$ cat src/rtl/dpm_arb_pkg.sv
package dpm_arb_pkg;
   typedef enum logic [1:0] {
      ARB_IDLE      = 2'b00,
      ARB_LEFT_WON  = 2'b01,
      ARB_RIGHT_WON = 2'b10
   } arb_state_t;

   localparam int NUM_PORTS = 2;
   localparam int PORT_L    = 0;
   localparam int PORT_R    = 1;
endpackage

$ cat src/rtl/dpm_arb_track.sv
// Remembers last-edge select/address of one port; flags a steady request.
module dpm_arb_track #(
   parameter int ADDR_W = 11
) (
   input  logic              clk,
   input  logic              rst_n,
   input  logic              sel,
   input  logic [ADDR_W-1:0] addr,
   output logic              steady
);
   logic              sel_q;
   logic [ADDR_W-1:0] addr_q;

   always_ff @(posedge clk or negedge rst_n) begin
      if (!rst_n) begin
         sel_q  <= 1'b0;
         addr_q <= '0;
      end else begin
         sel_q  <= sel;
         addr_q <= addr;
      end
   end

   assign steady = sel & sel_q & (addr == addr_q);
endmodule

$ cat src/rtl/dpm_arb_core.sv
// Collision detect and winner register.
module dpm_arb_core
   import dpm_arb_pkg::*;
#(
   parameter int ADDR_W   = 11,
   parameter bit TIE_LEFT = 1'b1
) (
   input  logic                 clk,
   input  logic                 rst_n,
   input  logic                 follower_mode,
   input  logic                 sel_l,
   input  logic                 sel_r,
   input  logic [ADDR_W-1:0]    addr_l,
   input  logic [ADDR_W-1:0]    addr_r,
   input  logic [NUM_PORTS-1:0] steady,
   output logic [NUM_PORTS-1:0] busy_n
);
   arb_state_t state_q, state_d, tie_state;
   logic       collide;

   generate
      if (TIE_LEFT) begin : g_tie_left
         assign tie_state = ARB_LEFT_WON;
      end else begin : g_tie_right
         assign tie_state = ARB_RIGHT_WON;
      end
   endgenerate

   assign collide = sel_l & sel_r & (addr_l == addr_r);

   always_comb begin
      state_d = state_q;
      if (follower_mode || !collide) begin
         state_d = ARB_IDLE;
      end else if (state_q == ARB_IDLE) begin
         if (steady[PORT_L] && !steady[PORT_R])
            state_d = ARB_LEFT_WON;
         else if (steady[PORT_R] && !steady[PORT_L])
            state_d = ARB_RIGHT_WON;
         else
            state_d = tie_state;
      end
   end

   always_ff @(posedge clk or negedge rst_n) begin
      if (!rst_n) state_q <= ARB_IDLE;
      else        state_q <= state_d;
   end

   assign busy_n[PORT_L] = (state_q != ARB_RIGHT_WON);
   assign busy_n[PORT_R] = (state_q != ARB_LEFT_WON);
endmodule

$ cat src/rtl/dpm_arb_wgate.sv
// Write strobe gate: internal busy when deciding, external busy when following.
module dpm_arb_wgate (
   input  logic follower_mode,
   input  logic sel,
   input  logic wr,
   input  logic busy_int_n,
   input  logic busy_ext_n,
   output logic wr_en
);
   logic allow;
   assign allow = follower_mode ? busy_ext_n : busy_int_n;
   assign wr_en = sel & wr & allow;
endmodule

$ cat src/rtl/dpm_contention_arb.sv
module dpm_contention_arb
   import dpm_arb_pkg::*;
#(
   parameter int ADDR_W   = 11,
   parameter bit TIE_LEFT = 1'b1
) (
   input  logic              clk,
   input  logic              rst_n,
   input  logic              follower_mode,
   input  logic              lt_sel,
   input  logic              lt_wr,
   input  logic [ADDR_W-1:0] lt_addr,
   input  logic              rt_sel,
   input  logic              rt_wr,
   input  logic [ADDR_W-1:0] rt_addr,
   input  logic              lt_busy_in_n,
   input  logic              rt_busy_in_n,
   output logic              lt_busy_n,
   output logic              rt_busy_n,
   output logic              lt_wr_en,
   output logic              rt_wr_en
);
   generate
      if (ADDR_W < 1 || ADDR_W > 32) begin : g_bad_width
         $error("dpm_contention_arb: ADDR_W must be in 1..32");
      end
   endgenerate

   logic              sel_v    [NUM_PORTS];
   logic              wr_v     [NUM_PORTS];
   logic [ADDR_W-1:0] addr_v   [NUM_PORTS];
   logic              bext_v   [NUM_PORTS];
   logic              wen_v    [NUM_PORTS];
   logic [NUM_PORTS-1:0] steady;
   logic [NUM_PORTS-1:0] busy_n;

   assign sel_v[PORT_L]  = lt_sel;        assign sel_v[PORT_R]  = rt_sel;
   assign wr_v[PORT_L]   = lt_wr;         assign wr_v[PORT_R]   = rt_wr;
   assign addr_v[PORT_L] = lt_addr;       assign addr_v[PORT_R] = rt_addr;
   assign bext_v[PORT_L] = lt_busy_in_n;  assign bext_v[PORT_R] = rt_busy_in_n;

   generate
      for (genvar p = 0; p < NUM_PORTS; p++) begin : g_port
         dpm_arb_track #(.ADDR_W(ADDR_W)) u_track (
            .clk    (clk),
            .rst_n  (rst_n),
            .sel    (sel_v[p]),
            .addr   (addr_v[p]),
            .steady (steady[p])
         );
         dpm_arb_wgate u_wgate (
            .follower_mode (follower_mode),
            .sel           (sel_v[p]),
            .wr            (wr_v[p]),
            .busy_int_n    (busy_n[p]),
            .busy_ext_n    (bext_v[p]),
            .wr_en         (wen_v[p])
         );
      end
   endgenerate

   dpm_arb_core #(.ADDR_W(ADDR_W), .TIE_LEFT(TIE_LEFT)) u_core (
      .clk           (clk),
      .rst_n         (rst_n),
      .follower_mode (follower_mode),
      .sel_l         (lt_sel),
      .sel_r         (rt_sel),
      .addr_l        (lt_addr),
      .addr_r        (rt_addr),
      .steady        (steady),
      .busy_n        (busy_n)
   );

   assign lt_busy_n = busy_n[PORT_L];
   assign rt_busy_n = busy_n[PORT_R];
   assign lt_wr_en  = wen_v[PORT_L];
   assign rt_wr_en  = wen_v[PORT_R];
endmodule

$ cat config.mk
export PLATFORM = sky130hd
export DESIGN_NAME = dpm_contention_arb
export DESIGN_NICKNAME = d
export VERILOG_FILES = /design/src/rtl/dpm_arb_pkg.sv /design/src/rtl/dpm_arb_track.sv /design/src/rtl/dpm_arb_core.sv /design/src/rtl/dpm_arb_wgate.sv /design/src/rtl/dpm_contention_arb.sv
export SDC_FILE = /design/constraint.sdc
export NUM_CORES = 1
export LEC_CHECK = 0
export BUFFER_PORTS_ARGS = -buffer_cell sky130_fd_sc_hd__buf_2
export CORE_UTILIZATION = 53
export CTS_CLUSTER_DIAMETER = 60
export CTS_CLUSTER_SIZE = 14
export DETAILED_ROUTE_END_ITERATION = 10
export MAX_ROUTING_LAYER = met4
export PLACE_DENSITY = 0.89
export RECOVER_POWER = 100
export SKIP_CTS_REPAIR_TIMING = 1
export SYNTH_ARGS = -nofsm -noshare
export SYNTH_HDL_FRONTEND = slang
export SYNTH_HIERARCHICAL = 1
export SYNTH_SLANG_ARGS = --single-unit
$ cat constraint.sdc
create_clock -name clk -period 2.65 [get_ports clk]
set_input_delay 0.3975 -clock clk [delete_from_list [all_inputs] [get_ports clk]]
set_output_delay 0.3975 -clock clk [all_outputs]
set_load 0.1 [all_outputs]
==> results of run 1 <==
## worst max-delay path by stage
stage                                          to  cells past startpoint
CTS                                      rt_wr_en                      4
finish                                  rt_busy_n                      2
detailed placement  u_core/state_q[0]$_DFFE_PN0P_                      7
global route                            rt_busy_n                      2
global placement    u_core/state_q[0]$_DFFE_PN0P_                      7
floorplan                                lt_wr_en                      3
## cell usage in the layout (no fill, tap or decap), drive strengths merged
cell    netlist  routed
nand3         2       2
nand2b        1       1
buf           0       7
dfrtp        26      26
a21oi         1       1
nand2         4       4
or2b          1       1
clkbuf        0      30
and3b         1       1
a21bo         1       1
nor4          4       4
mux2i         2       2
xnor2        33      33
nand4         7       7
nor2          3       3
## state kept, by name, indices dropped and copies added, names as in the netlist
register / cells
g_port.u_track/addr_q: 22
g_port.u_track/sel_q: 2
u_core/state_q: 2
## metal layers
layer | GRT usage [%] | up-vias
met1 | 24.03 | 329
met5 | - | -
met4 | 9.444 | 0
li1 | - | 367
met2 | 31.62 | 29
met3 | 2.264 | 2
## report_power, final
| part | switching, uW | internal, uW | leakage [uW] | total [uW] |
|---|---|---|---|---|
| Clock | 104 | 53.1 | 0.0000138 | 157 |
| Combinational | 62.4 | 49.1 | 0.000177 | 112 |
| Sequential | 8.29 | 415 | 0.000308 | 423 |
| Total | 174 | 517 | 0.000499 | 692 |
## worst reg2reg max path: stages, from the launching register on
cell	delay, ns
dfrtp_1	0.40
xnor2_1	0.19
nand3_1	0.11
nor4_1	0.40
a21oi_1	0.13
nor4_1	0.17
## metrics by stage
step           worst slack [ns]  utilization (%)  instances  hold WS [ns]
2_1_floorplan            0.1043                -         86        0.1019
3_3_place_gp              1.107            67.47        147        0.4087
3_5_place_dp              1.032            67.47        147        0.4229
4_1_cts                  0.7881            68.62        150       0.07412
5_1_grt                  0.4517            66.58        150        0.2314
6_report                 0.5093            66.58        150        0.2397
## cells by family (layout without fill, tap and decap cells)
logic type      after synthesis  count (layout)
xor+xnor                     33              33
flops                        26              26
simple gates                 23              23
compound gates                2               2
mux                           2               2
buf+inv                       0              37
## cell type report
type                       instances  area share [%]
clock buffer                       3           1.724
timing repair buffer              34           10.44
multi-input combinational         60           35.44
sequential                        26           49.81
tap                               27           2.586
==> impl_metrics.csv, run 1 <==
group,metric,value,unit
timing,maxSlewHeadroom,12.17,%
clocking,insertion_delay,0.31,ns
detailed_routing,via_per_inst,4.847,
power,power.total,691.7,uW
logic_synthesis,synth_edf_count,0,
critical_path,cp-startpoint,"u_core/state_q[0]$_DFFE_PN0P_",
logic_synthesis,yosysSeqAreaShare,58.36,%
timing,clock_skew,0.005412,ns
status,outcome,"completed",
hold_path,whs_path_depth,1,
finish,finalInstanceArea,1306,um2
place,place_congestion,0.7212,
logic_synthesis,synth_xor_area_share,25.93,%
global_route,grt_pass1_wl,2870,um
critical_path,critical-path-slowest-cell,"clkbuf_1",
logic_synthesis,synth_top_cells_by_area,"dfrtp_1, xnor2_1, nand4_1, nor4_2, mux2i_1",
critical_path,rrSetupSlack,1.16,ns
detailed_routing,met2_wirelength,874,um
finish,regArea,650.6,um2
detailed_routing,postRouteAntennaNets,0,
clocking,cts_root_buffer,"clkbuf_4",
logic_synthesis,synth_nets,117,
logic_synthesis,yosysUniqueCellTypes,14,
floorplanning,start_util,56.82,%
finish,diodes,0,
logic_synthesis,yosysWarnings,6,
detailed_routing,wl_met3,115,um
finish,nets,156,
timing,drv_slew,0,
logic_synthesis,synth-compound-area-share,1.347,%
detailed_routing,wl,1906,um
floorplanning,io_pins,35,
finish,area_growth,17.17,%
detailed_routing,drt_iter0_markers,3,
finish,multi_input_area,462.9,um2
logic_synthesis,synth_top_area_share,58.36,%
hold_path,min-delay-path-class,"in -> reg",
critical_path,reg2reg_depth,5,
logic_synthesis,synth-simple-area-share,12.57,%
timing,rsz0062_at_grt,"false",
logic_synthesis,syn-cell-area,1115,um2
logic_synthesis,synth.area.mux_share,1.796,%
place,dpl_cell_area,1324,um2
logic_synthesis,yosysTopAreaCell,"dfrtp_1",
hold_path,min_from,"lt_sel",
critical_path,cp_num_buf_inv,1,
timing,hold_violations,0,
detailed_routing,top_layer,"met4",
logic_synthesis,syn_avg_cell_area,12.96,um2
detailed_routing,met1_length,901,um
timing,fin_crit_sh,80.78,%
finish,drive_gt1_share,11.38,%
logic_synthesis,async_reset_ff_share,100.0,%
logic_synthesis,synthTopCellsByCount,"xnor2_1, dfrtp_1, nand4_1, nand2_1, nor2_1",
logic_synthesis,synth_fa_ha_area_share,0,%
timing,max_freq,467.1,MHz
flow_run,cap_violations,0,
timing,worst_slew_pin_slew,1.317,ns
clocking,cts_tree,"done",
logic_synthesis,ys_seq_elements,26,
logic_synthesis,synth_most_common_cell,"xnor2_1",
floorplanning,die_y,47.87,um
floorplanning,die_x,47.87,um
timing,min_period,2.141,ns
detailed_routing,drc_errors,0,
global_route,grt.total_usage,19.48,%
critical_path,rr_endpoint,"u_core/state_q[1]$_DFFE_PN0P_",
critical_path,crit_fanout,3,
floorplanning,rows,16,
clocking,cts_buffers,3,
critical_path,cp-end-kind,"output pin",
clocking,clk_pin_slew,0.13,ns
power,power.density,529.6,nW/um2
detailed_routing,num_vias,727,
finish,n_fill_cell,183,
critical_path,path_class,"reg -> out",
critical_path,path_cells,"or2b_1 > clkbuf_1",
timing,setup_viol,0,
global_route,grt_remaining_overflow,0,
logic_synthesis,synth_top_family_by_area,"XOR/XNOR gates",
critical_path,cp-start-kind,"flop",
floorplanning,die_area,2291,um2
critical_path,cp.arrival,1.74,ns
power,leakage,0.0004988,uW
critical_path,cp.required,2.25,ns
clocking,htreeDepth,1,
critical_path,max_stage_delay,0.87,ns
detailed_routing,wl_per_cell,12.71,um
global_route,antenna_found_initial,0,
global_route,grt_pass1_vias,704,
floorplanning,core_area,1962,um2
clocking,cts.sinks,26,
global_route,grt_max_degree,27,
clocking,cts_buffer_depth,2,
hold_path,hold-path-endpoint,"g_port[0].u_track/sel_q$_DFF_PN0_",
critical_path,rr_startpoint,"g_port[1].u_track/addr_q[5]$_DFF_PN0_",
critical_path,cp_top_family,"buffers and inverters",
logic_synthesis,netlist_instances,86,
detailed_routing,dr.pass1.iters,4,
logic_synthesis,synth-main-ff-cell,"dfrtp_1",
power,ir_drop,0.0003605,V
place,port-buffer-count,34,
timing,setup_tns,0,ns
Power figures use the tool's default switching activity.
==> run 2, diff against run 1 <==
--- a/config.mk
+++ b/config.mk
@@ -6,12 +6,12 @@
 export NUM_CORES = 1
 export LEC_CHECK = 0
 export BUFFER_PORTS_ARGS = -buffer_cell sky130_fd_sc_hd__buf_2
-export CORE_UTILIZATION = 53
+export CORE_UTILIZATION = 44
 export CTS_CLUSTER_DIAMETER = 60
 export CTS_CLUSTER_SIZE = 14
 export DETAILED_ROUTE_END_ITERATION = 10
 export MAX_ROUTING_LAYER = met4
-export PLACE_DENSITY = 0.89
+export PLACE_DENSITY = 0.8
 export RECOVER_POWER = 100
 export SKIP_CTS_REPAIR_TIMING = 1
 export SYNTH_ARGS = -nofsm -noshare
==> constraint.sdc (replaced) <==
create_clock -name clk -period 1.7 [get_ports clk]
set_input_delay 0.255 -clock clk [delete_from_list [all_inputs] [get_ports clk]]
set_output_delay 0.255 -clock clk [all_outputs]
set_load 0.1 [all_outputs]
==> impl_metrics.csv, run 2 (synthesis results as in run 1) <==
group,metric,value,unit
power,power.switching,289.2,uW
power,power.total,1261,uW
critical_path,rr_endpoint,"u_core/state_q[0]$_DFFE_PN0P_",
global_route,grt_pass1_vias,773,
global_route,grt_use_met2,29.11,%
timing,fin_crit_sh,97.41,%
place,port-buffer-count,34,
critical_path,rrSetupSlack,0.21,ns
floorplanning,core_area,2297,um2
global_route,grt_use_met3,1.739,%
critical_path,crit_fanout,3,
timing,min_period,1.656,ns
power,p_seq_share,52.3,%
place,dpl_worst_slack,0.2379,ns
floorplanning,die_y,52.34,um
hold_path,whs_path_depth,1,
place,dp.cells,148,
power,power_frac_comb,15.3,%
detailed_routing,postRouteAntennaNets,0,
clocking,insertion_delay,0.31,ns
detailed_routing,drc_errors,0,
hold_path,hold-path-endpoint,"g_port[1].u_track/sel_q$_DFF_PN0_",
clocking,cts_buffers,3,
timing,setup_viol,0,
finish,fin_cells,153,
global_route,grt_remaining_overflow,0,
clocking,cts_tree,"done",
hold_path,min-delay-path-class,"in -> reg",
global_route,top_usage_layer,"met2",
clocking,cts.sinks,26,
finish,finalInstanceArea,1405,um2
hold_path,min_from,"rt_sel",
detailed_routing,wl,2115,um
floorplanning,start_util,48.53,%
finish,drive_gt1_share,17.60,%
power,swShare,22.94,%
critical_path,cp.required,1.44,ns
critical_path,path_class,"reg -> out",
power,power.density,897.3,nW/um2
clocking,cts_buffer_depth,2,
timing,worst_slew_pin_slew,0.6180,ns
global_route,grt_pass1_wl,3346,um
flow_run,cap_violations,0,
finish,reg.largest.list,"g_port.u_track/addr_q: 22 flops, g_port.u_track/sel_q: 2 flops, u_core/state_q: 2 flops",
timing,drv_slew,0,
finish,utilization,61.17,%
finish,largest_reg_flops,22,
critical_path,reg2reg_depth,6,
finish,regMostFlops,"g_port.u_track/addr_q",
global_route,grt_max_degree,27,
power,ir_drop,0.0006763,V
place,place_congestion,0.7491,
finish,diodes,0,
global_route,antenna_found_initial,0,
place,hpwl,1593,um
critical_path,cp-end-kind,"output pin",
detailed_routing,dr.pass1.iters,4,
detailed_routing,drt_iter0_markers,10,
power,leakage,0.0005303,uW
place,dpl_cell_area,1341,um2
finish,area_growth,26.04,%
global_route,met1_usage,21.72,%
power,pwr-share-clk,32.3,%
floorplanning,die_x,52.34,um
timing,clock_skew,0.009725,ns
detailed_routing,via_per_inst,4.830,
floorplanning,io_pins,35,
detailed_routing,wl_per_cell,13.82,um
timing,maxSlewHeadroom,58.80,%
finish,nets,157,
clocking,cts_root_buffer,"clkbuf_4",
clocking,clk_pin_slew,0.14,ns
status,outcome,"completed",
critical_path,cp.arrival,1.40,ns
critical_path,cp-start-kind,"flop",
finish,mostFrequentLayoutCells,"xnor2_1, dfrtp_1, clkbuf_1",
power,p_int,971.5,uW
timing,max_freq,603.9,MHz
detailed_routing,num_vias,739,
timing,worst_slack,0.04411,ns
floorplanning,die_area,2739,um2
global_route,grt.total_usage,17.39,%
critical_path,cp-startpoint,"u_core/state_q[1]$_DFFE_PN0P_",
timing,hold_violations,0,
finish,final_common_cell,"xnor2_1",
critical_path,rr_startpoint,"g_port[0].u_track/addr_q[5]$_DFF_PN0_",
floorplanning,rows,17,
clocking,htreeDepth,1,
[run 2: changes by cell type in the layout (fill, tap and decap cells not counted), moves of 2 or more]
cell,before,now
buf_6,0,2
nor2_2,2,0
clkbuf_2,0,2
clkbuf_1,27,24
mux2i_1,2,0
nor2_4,0,2
mux2i_4,0,2
[run 2: through the flow]
step	hold WS [ns]	setup TNS [ns]
final	0.09114	0
after global routing	0.07195	-0.004312
after CTS	-0.07378	-0.2091
after detailed placement	0.2846	0
after global placement	0.2747	0
after floorplan	-0.04059	-0.07318
[run 2: power by group through the flow]
| stage | Sequential, uW | Clock, uW | Combinational (uW) |
|---|---|---|---|
| global route | 663 | 452 | 212 |
| global placement | 671 | 0 | 186 |
| detailed placement | 672 | 0 | 193 |
| finish | 659 | 408 | 193 |
| floorplan | 670 | 0 | 106 |
| CTS | 660 | 425 | 195 |
[run 2: worst max-delay path, cell delays in order (launching register included)]
cell     delay [ns]
dfrtp_1        0.43
or2b_4         0.27
mux2i_4        0.16
nor2_4         0.05
buf_6          0.18
[run 2: final cells by class]
class / count / area (um2)
multi-input cells: 60 / 504.2
clock inverters: 1 / 30.03
fillers: 189 / 892.1
repair buffers: 35 / 162.7
flip-flops and latches: 26 / 650.6
clock buffers: 3 / 22.52
well taps: 28 / 35.03
[run 2: how the worst max path moves through the flow]
stage | end | slack [ns] | cells after the start
floorplan | lt_wr_en | -0.07 | 3
global placement | rt_wr_en | 0.26 | 4
detailed placement | rt_wr_en | 0.24 | 4
CTS | rt_wr_en | -0.13 | 4
global route | rt_wr_en | -0.004 | 4
finish | rt_wr_en | 0.04 | 4
[run 2: routing by layer]
layer	vias to the layer above	part of all wire [%]
li1	367	-
met1	348	45
met2	22	51
met3	2	3.4
met4	0	0.90
met5	-	0
==> run 3, diff against run 2 <==
--- a/config.mk
+++ b/config.mk
@@ -12,9 +12,8 @@
 export DETAILED_ROUTE_END_ITERATION = 10
 export MAX_ROUTING_LAYER = met4
 export PLACE_DENSITY = 0.8
-export RECOVER_POWER = 100
+export SETUP_SLACK_MARGIN = 0.1
 export SKIP_CTS_REPAIR_TIMING = 1
 export SYNTH_ARGS = -nofsm -noshare
 export SYNTH_HDL_FRONTEND = slang
-export SYNTH_HIERARCHICAL = 1
 export SYNTH_SLANG_ARGS = --single-unit
==> impl_metrics.csv, run 3 <==
group,metric,value,unit
floorplanning,die_area,2757,um2
critical_path,cp.arrival,1.33,ns
timing,maxSlewHeadroom,63.21,%
clocking,htreeDepth,1,
global_route,grt.total_usage,17.93,%
place,hpwl,1658,um
clocking,cts_tree,"done",
power,power.total,1150,uW
place,port-buffer-count,34,
finish,mostFrequentLayoutCells,"buf_2, dfrtp_1, xor2_1",
flow_run,cap_violations,0,
global_route,grt_max_degree,27,
logic_synthesis,syn_avg_cell_area,12.33,um2
finish,drive_gt1_share,38.17,%
detailed_routing,postRouteAntennaNets,0,
finish,area_growth,28.43,%
global_route,antenna_found_initial,0,
critical_path,crit_fanout,4,
logic_synthesis,synth_nets,122,
detailed_routing,num_vias,783,
power,power.density,798.0,nW/um2
logic_synthesis,async_reset_ff_share,100.0,%
clocking,cts.sinks,26,
logic_synthesis,ys_seq_elements,26,
logic_synthesis,synth_top_area_share,57.97,%
timing,worst_slew_pin_slew,0.5518,ns
floorplanning,start_util,48.86,%
clocking,cts_buffer_depth,2,
critical_path,path_class,"reg -> out",
critical_path,cp.required,1.44,ns
global_route,grt_pass1_vias,756,
timing,clock_skew,0.005561,ns
logic_synthesis,synth_top_cells_by_area,"dfrtp_1, xor2_1, xnor2_1, nor4_2, a21oi_1",
timing,fin_crit_sh,92.99,%
floorplanning,die_x,52.51,um
timing,hold_ws,0.08102,ns
hold_path,min-delay-path-class,"in -> reg",
finish,diodes,0,
detailed_routing,via_per_inst,4.925,
finish,reg.largest.list,"g_port.u_track.addr_q: 22 flops, g_port.u_track.sel_q: 2 flops, u_core.state_q: 2 flops",
status,outcome,"completed",
floorplanning,core_area,2297,um2
detailed_routing,dr.pass1.iters,4,
logic_synthesis,synth_most_common_cell,"dfrtp_1",
clocking,insertion_delay,0.31,ns
critical_path,cp-end-kind,"output pin",
logic_synthesis,synthTopCellsByCount,"dfrtp_1, xor2_1, xnor2_1, nand2_1, a21oi_1",
logic_synthesis,yosysUniqueCellTypes,14,
critical_path,cp-start-kind,"flop",
timing,hold_violations,0,
logic_synthesis,synth_edf_count,0,
clocking,cts_root_buffer,"clkbuf_4",
power,ir_drop,0.0006306,V
logic_synthesis,synth-main-ff-cell,"dfrtp_1",
logic_synthesis,yosysWarnings,0,
finish,regMostFlops,"g_port.u_track.addr_q",
global_route,grt_remaining_overflow,0,
detailed_routing,wl_per_cell,13.06,um
timing,setup_viol,0,
logic_synthesis,netlist_instances,91,
finish,nets,163,
power,leakage,0.0006369,uW
finish,utilization,62.75,%
timing,rsz0062_at_grt,"true",
finish,largest_reg_flops,22,
timing,drv_slew,0,
clocking,cts_buffers,3,
finish,final_common_cell,"buf_2",
place,place_congestion,0.7580,
global_route,grt_pass1_wl,3346,um
floorplanning,die_y,52.51,um
timing,max_freq,632.6,MHz
logic_synthesis,yosysSeqAreaShare,57.97,%
logic_synthesis,yosysTopAreaCell,"dfrtp_1",
floorplanning,io_pins,35,
detailed_routing,drt_iter0_markers,3,
clocking,clk_pin_slew,0.13,ns
detailed_routing,drc_errors,0,
floorplanning,rows,17,
detailed_routing,wl,2077,um
timing,min_period,1.581,ns
logic_synthesis,syn-cell-area,1122,um2
==> run 3: changes by cell type after synthesis, sizes merged, moves of 2 or more <==
cell / previous run / this run
xor2: 0 / 22
nor4: 4 / 6
mux2i: 2 / 0
nand4: 7 / 3
nand2: 4 / 7
inv: 0 / 2
a21oi: 1 / 6
xnor2: 33 / 11
==> run 3: cells by family after synthesis <==
| kind of cell | synth area share, % |
|---|---|
| compound gates | 3.121 |
| flops | 57.97 |
| simple gates | 12.49 |
| buf+inv | 0.6691 |
| xor+xnor | 25.75 |
==> run 3: report_power, final <==
part / leakage [uW] / switching (uW) / internal (uW)
registers: 0.000308 / 13.3 / 647
clock network: 0.0000210 / 167 / 131
logic: 0.000308 / 109 / 83.6
total: 0.000637 / 289 / 861
==> run 3: path summary, 6_finish.rpt <==
check | start | endpoint | slack (ns) | depth (start not counted)
max | u_core.state_q[0]$_DFFE_PN0P_ | lt_wr_en | 0.12 | 5
min | lt_addr[5] | g_port[0].u_track.addr_q[5]$_DFF_PN0_ | 0.08 | 1
max in group asynchronous | rst_n | g_port[0].u_track.addr_q[8]$_DFF_PN0_ | 0.89 | 2
min in group asynchronous | rst_n | g_port[1].u_track.addr_q[10]$_DFF_PN0_ | 0.44 | 2
max reg2reg | g_port[1].u_track.addr_q[0]$_DFF_PN0_ | u_core.state_q[1]$_DFFE_PN0P_ | 0.24 | 5
min reg2reg | u_core.state_q[0]$_DFFE_PN0P_ | u_core.state_q[0]$_DFFE_PN0P_ | 0.63 | 2
==> run 3: area by class of cell <==
class                   instances  area [um2]
clock buffers                   4       36.28
fillers                       203       855.8
inverters                       2       7.507
multi-input cells              63       494.2
flip-flops and latches         26       650.6
well taps                      28       35.03
repair buffers                 36       217.7
==> run 3: per-layer routing <==
layer,track usage (%),vias up,part of all wire (%)
li1,-,380,-
met2,28.69,24,52
met3,2.609,4,3.6
met5,-,-,0
met4,7.895,0,1.5
met1,22.62,375,43
==> run 3: critical path, cell delays in order (launching register included) <==
cell and delay [ns]:
dfrtp_1 0.45, inv_2 0.07, a21oi_2 0.15, a21oi_2 0.06
nor2_4 0.10, buf_12 0.18
==> run 3: stage by stage <==
stage          setup WS (ns)  TNS (ns)  std cells  cell area (um2)
2_1_floorplan         0.3504         0         91             1137
3_3_place_gp          0.2520         0        153             1358
3_5_place_dp          0.2225         0        153             1358
4_1_cts              -0.1047   -0.1047        157             1394
5_1_grt              0.04318         0        159             1441
6_report              0.1192         0        159             1441
